### config.mk
export PLATFORM = sky130hd
export DESIGN_NAME = tce_backend
export DESIGN_NICKNAME = d
export VERILOG_FILES = /design/src/rtl/tce_pkg.sv /design/src/rtl/tce_sample_stage.sv /design/src/rtl/tce_ones_encoder.sv /design/src/rtl/tce_out_stage.sv /design/src/rtl/tce_backend.sv
export SDC_FILE = /design/constraint.sdc
export NUM_CORES = 1
export LEC_CHECK = 0
export ABC_CLOCK_PERIOD_IN_PS = 6500
export BUFFER_PORTS_ARGS = -buffer_cell sky130_fd_sc_hd__buf_4
export CAP_MARGIN = 5
export CORE_MARGIN = 2
export CORE_UTILIZATION = 40
export CTS_CLUSTER_SIZE = 28
export DETAILED_ROUTE_END_ITERATION = 12
export GPL_ROUTABILITY_DRIVEN = 1
export RECOVER_POWER = 100
export SETUP_SLACK_MARGIN = 0.5
export SYNTH_ARGS = -nofsm -noshare
export SYNTH_HDL_FRONTEND = slang
export SYNTH_SLANG_ARGS = --single-unit
### constraint.sdc
create_clock -name clk -period 6.5 [get_ports clk]
set_clock_uncertainty 0.05 [all_clocks]
set_input_delay 1.3 -clock clk [delete_from_list [all_inputs] [get_ports clk]]
set_output_delay 1.3 -clock clk [all_outputs]
set_load 0.02 [all_outputs]
### src/rtl/tce_pkg.sv
package tce_pkg;

    // Drive state of the gated output groups
    typedef enum logic [1:0] {
        DRV_NONE = 2'd0,   // both groups released
        DRV_FLAG = 2'd1,   // only the over-range flag driven
        DRV_FULL = 2'd2    // code bits and flag driven
    } drive_e;

    function automatic drive_e drive_mode(input logic en_code, input logic en_all);
        if (!en_all)  return DRV_NONE;
        if (!en_code) return DRV_FLAG;
        return DRV_FULL;
    endfunction

endpackage

### src/rtl/tce_sample_stage.sv
module tce_sample_stage #(
    parameter int NUM_CMP = 128
) (
    input  logic               clk,
    input  logic               rst_n,
    input  logic [NUM_CMP-1:0] therm_i,
    output logic [NUM_CMP-1:0] therm_q
);

    // Closes the sampling window at the rising edge
    always_ff @(posedge clk) begin
        if (!rst_n) therm_q <= '0;
        else        therm_q <= therm_i;
    end

endmodule

### src/rtl/tce_ones_encoder.sv
module tce_ones_encoder #(
    parameter int NUM_CMP = 128,
    parameter int CODE_W  = $clog2(NUM_CMP)
) (
    input  logic [NUM_CMP-1:0] vec_i,
    output logic [CODE_W-1:0]  code_o,
    output logic               ovf_o
);

    localparam int CNT_W    = $clog2(NUM_CMP + 1);
    localparam int CODE_MAX = (1 << CODE_W) - 1;

    logic [CNT_W-1:0] psum [0:NUM_CMP];
    logic             sat;

    assign psum[0] = '0;

    // Running ones count along the comparator bank
    for (genvar g = 0; g < NUM_CMP; g++) begin : g_cnt
        assign psum[g+1] = psum[g] + CNT_W'(vec_i[g]);
    end

    assign ovf_o  = (psum[NUM_CMP] == CNT_W'(NUM_CMP));
    assign sat    = (psum[NUM_CMP] >  CNT_W'(CODE_MAX));
    assign code_o = sat ? CODE_W'(CODE_MAX) : psum[NUM_CMP][CODE_W-1:0];

endmodule

### src/rtl/tce_out_stage.sv
module tce_out_stage
    import tce_pkg::*;
#(
    parameter int CODE_W = 7
) (
    input  logic              clk,
    input  logic              rst_n,
    input  logic [CODE_W-1:0] code_i,
    input  logic              ovf_i,
    input  logic              en_code_i,
    input  logic              en_all_i,
    output logic [CODE_W-1:0] code_o,
    output logic              ovf_o,
    output logic              code_oe_o,
    output logic              ovf_oe_o
);

    drive_e mode;

    // Output register, loaded as the clock returns high
    always_ff @(posedge clk) begin
        if (!rst_n) begin
            code_o <= '0;
            ovf_o  <= 1'b0;
        end else begin
            code_o <= code_i;
            ovf_o  <= ovf_i;
        end
    end

    assign mode = drive_mode(en_code_i, en_all_i);

    always_comb begin
        unique case (mode)
            DRV_NONE: begin code_oe_o = 1'b0; ovf_oe_o = 1'b0; end
            DRV_FLAG: begin code_oe_o = 1'b0; ovf_oe_o = 1'b1; end
            DRV_FULL: begin code_oe_o = 1'b1; ovf_oe_o = 1'b1; end
            default:  begin code_oe_o = 1'b0; ovf_oe_o = 1'b0; end
        endcase
    end

endmodule

### src/rtl/tce_backend.sv
module tce_backend #(
    parameter int NUM_CMP = 128,
    parameter int CODE_W  = $clog2(NUM_CMP)
) (
    input  logic               clk,
    input  logic               rst_n,
    input  logic [NUM_CMP-1:0] therm_i,
    input  logic               en_code_i,
    input  logic               en_all_i,
    output logic [CODE_W-1:0]  code_o,
    output logic               ovf_o,
    output logic               code_oe_o,
    output logic               ovf_oe_o
);

    logic [NUM_CMP-1:0] smp_q;
    logic [CODE_W-1:0]  enc_code;
    logic               enc_ovf;

    tce_sample_stage #(.NUM_CMP(NUM_CMP)) u_smp (
        .clk     (clk),
        .rst_n   (rst_n),
        .therm_i (therm_i),
        .therm_q (smp_q)
    );

    tce_ones_encoder #(.NUM_CMP(NUM_CMP), .CODE_W(CODE_W)) u_enc (
        .vec_i  (smp_q),
        .code_o (enc_code),
        .ovf_o  (enc_ovf)
    );

    tce_out_stage #(.CODE_W(CODE_W)) u_out (
        .clk       (clk),
        .rst_n     (rst_n),
        .code_i    (enc_code),
        .ovf_i     (enc_ovf),
        .en_code_i (en_code_i),
        .en_all_i  (en_all_i),
        .code_o    (code_o),
        .ovf_o     (ovf_o),
        .code_oe_o (code_oe_o),
        .ovf_oe_o  (ovf_oe_o)
    );

endmodule

==> qor_table.md <==
| Step | Result | Reported |
|---|---|---|
| global routing | Wire length of the first global-routing pass | 22.0 mm |
| status | Failing checks | max-capacitance violations, max-slew violations, negative setup slack |
| clock tree | Number of hold-repair buffers added at the cts stage | 0 |
| sta | Total of endpoints with negative setup slack in the final report | 8 |
| place | Number of I/O port buffers | 141 |
| clock tree | Maximum clock insertion buffer count | 2 |
| worst setup path | Worst r2r path cells | 22 |
| place | Final HPWL from detailed placement | 10.6 mm |
| min path | Min-Delay Path Depth | 4 |
| clock tree | Cts bufs inserted | 17 |
| worst setup path | Maximum fanout count along the critical path | 5 |
| clock tree | Sinks on the clock net | 136 |
| route | Uppermost signal routing layer after detailed routing | met4 |
| route | Final WL | 13.1 mm |
| sta | Minimum clock period after layout | 7.19 ns |
| sta | RSZ-0062 raised after global routing | true |
| finish | Final cell count without fillers | 1029 |
| sta | Final Worst Setup Slack | -0.685 ns |
| worst setup path | Worst endpoint required time | 6.77 ns |
| logic synthesis | Cells after synthesis | 634 |
| logic synthesis | Syn nets | 907 |
| finish | Antenna diode count | 0 |
| sta | Hold WS | 0.789 ns |
| route | Routed met3 length | 630 um |
| worst setup path | Critical Path Sink Type | register |
| floorplan | Row count | 48 |
| global routing | GRT Util Overall | 15.4% |
| sta | Worst slew pin tran | 4.08 ns |
| logic synthesis | Post-synth top area share | 38.1% |
| logic synthesis | Count of unique library cells instantiated by Yosys | 31 |
| clock tree | Insertion delay to the later sink of the worst-skew pair | 0.42 ns |
| worst setup path | CP Launch Type | register |
| route | Routed len/inst | 12.7 um |
| worst setup path | WS Path Type | register to register |
| route | Wire length the detailed router placed on met1 | 5.68 mm |
| sta | Accumulated negative setup slack | -5.00 ns |
| finish | Synth-to-Final Area Change | 28.4% |
| floorplan | Die boundary width | 138 um |
| run | Max-capacitance violation count | 1 |
| floorplan | Die Outline Area | 18900 um^2 |
| logic synthesis | Cell taking the most area after synthesis | dfxtp_1 |
| logic synthesis | Synth async-reset ratio | 0% |
| clock tree | Register clock-pin slew on the reported worst setup and hold paths | 0.06 ns |
| place | Final Wtd Congestion | 0.794 |
| route | Starting DRC count in detailed routing | 120 |
| logic synthesis | Top_reg_cell synth | dfxtp_1 |
| status | Result of the run | complete, but fails checks |
| sta | Max-Slew Margin vs Limit | -172% |
| global routing | Number of antenna violations at the first check in global routing | 0 |
| floorplan | Die Y | 138 um |
| route | Met2 layer wire length in the routed design | 6.56 mm |
| global routing | Congestion Overflow GR | 0 |
| sta | Post-route clock period utilization | 111% |
| global routing | Largest net degree at the start of global routing | 136 |
| finish | Net total in the final layout | 1064 |
| worst setup path | Critical Path AT | 7.46 ns |
| route | 1st-pass router iterations | 4 |
| sta | Highest clock frequency the design can meet | 139 MHz |
| logic synthesis | Yosys warning count | 0 |
| clock tree | Clock tree from TritonCTS | yes |
| place | DP Worst Slack | -0.817 ns |
| min path | Type of the worst min-delay path | register to register |
| route | Total vias in the final route | 4299 |
| logic synthesis | Mapped cell area | 7140 um^2 |
| floorplan | Standard cell core area | 17400 um^2 |
| logic synthesis | Number of flip-flops and latches in the synthesized netlist | 136 |
| sta | Max-slew violation count | 136 |
| clock tree | CTS H-Tree Depth | 4 |
| route | Remaining design rule violation count | 0 |
| logic synthesis | Syn avg cell area | 11.3 um^2 |
| sta | Final Hold Violating Endpoints | 0 |
| place | Total placed cells including tap cells | 993 |
| floorplan | Initial standard-cell utilization of the core | 41.1% |
| floorplan | Number of top-level pins | 142 |
| global routing | Via count of the first global-routing pass | 4896 |
| logic synthesis | Main area contributors after synthesis | dfxtp_1 38%, fa_1 32%, and2_1 11% |
| logic synthesis | Sequential cell area fraction in the yosys report | 38.1% |
| clock tree | Root Buffer Master | clkbuf_16 |
| route | Vias/cell | 4.18 |
| logic synthesis | Number of flops mapped to enable cells by yosys | 0 |
| route | ANT nets after route | 0 |
| finish | Share of final-layout standard cells stronger than drive strength 1 | 24.1% |
kinds of logic (layout without fill, tap and decap cells):
kind of cell	after synthesis	after routing	synth area share, %
AO/OA/AOI/OAI	21	21	2.17
XOR/XNOR	3	3	0.368
adder cells (fa/ha/maj)	141	141	36.8
buffers and inverters	183	353	9.62
flip-flops	136	136	38.1
multiplexers	1	1	0.140
AND/OR/NAND/NOR	149	149	12.8
stage by stage:
step	util (%)	area, um^2
final	52.8	9170
after global routing	52.8	9170
after CTS	53.0	9200
after detailed placement	49.2	8530
after global placement	49.2	8530
after floorplan	-	7190
cell usage in the layout, fill, tap and decap left out, drive strengths merged, types with 2 or more instances in the layout:
cell type / instances
a21o: 2
a21oi: 5
and2: 129
buf: 142
bufinv: 3
clkbuf: 29
clkinv: 6
dfxtp: 136
fa: 115
ha: 26
inv: 172
nand2: 4
nand3: 2
nor2: 4
nor2b: 3
nor3: 2
o21a: 6
o21ai: 2
xor2: 2
routing by layer:
metal / up-vias / GRT usage [%]
met5: - / 0
met4: 0 / 6.30
met3: 22 / 3.72
met2: 110 / 26.0
met1: 2055 / 19.1
li1: 2112 / -
area by class of cell:
class	instances	area, um^2
clock inverter	15	190
timing repair buffer	154	1120
tap	225	282
sequential	136	2730
multi-input combinational	315	3800
inverter	167	627
fill	1546	8190
clock buffer	17	425
synthesized netlist by cell type, types with 2 or more instances:
library cell,n
ha_1,26
nor2_1,4
fa_1,115
and2_1,129
xor2_1,2
a21o_1,2
inv_1,167
dfxtp_1,136
a21oi_1,4
nor2b_1,3
o21a_1,6
nand3_1,2
nand2_1,4
nor3_1,2
clkbuf_1,16
timing repair:
item | 4_1_cts | 5_1_grt
pin swaps | 13 | 9
endpoints found under the hold margin | 0 | 0
resized for setup | 7 | 7
setup buffers | 3 | 1
setup endpoints to repair | 8 | 8
critical path: stages (launching register included):
cell       delay (ns)
dfxtp_1          0.31
inv_1            0.05
fa_1             0.49
fa_1             0.52
inv_1            0.05
fa_1             0.47
fa_1             0.51
inv_2            0.04
fa_1             0.50
fa_1             0.51
inv_1            0.05
fa_1             0.49
inv_2            0.04
fa_1             0.51
fa_1             0.44
fa_1             0.49
fa_2             0.37
fa_2             0.35
nand2b_4         0.17
a21oi_4          0.19
a21o_1           0.13
nand2_1          0.06
a2111oi_2        0.29
sequential cells by signal, summed over array words and instances, names as in the netlist:
signal	count
u_smp.therm_q	128
u_out.code_o	7
u_out.ovf_o	1
final timing paths:
kind / endpoint / start / slack, ns
setup / recovery: u_out.ovf_o / u_smp.therm_q[115] / -0.69
hold / removal: u_out.code_o[0] / u_smp.therm_q[6] / 0.79
setup reg to reg: u_out.ovf_o / u_smp.therm_q[115] / -0.69
hold reg to reg: u_out.code_o[0] / u_smp.therm_q[6] / 0.79
Power is not shown: default switching activity piles up to over one toggle a cycle in this logic, so the estimate is an artifact.
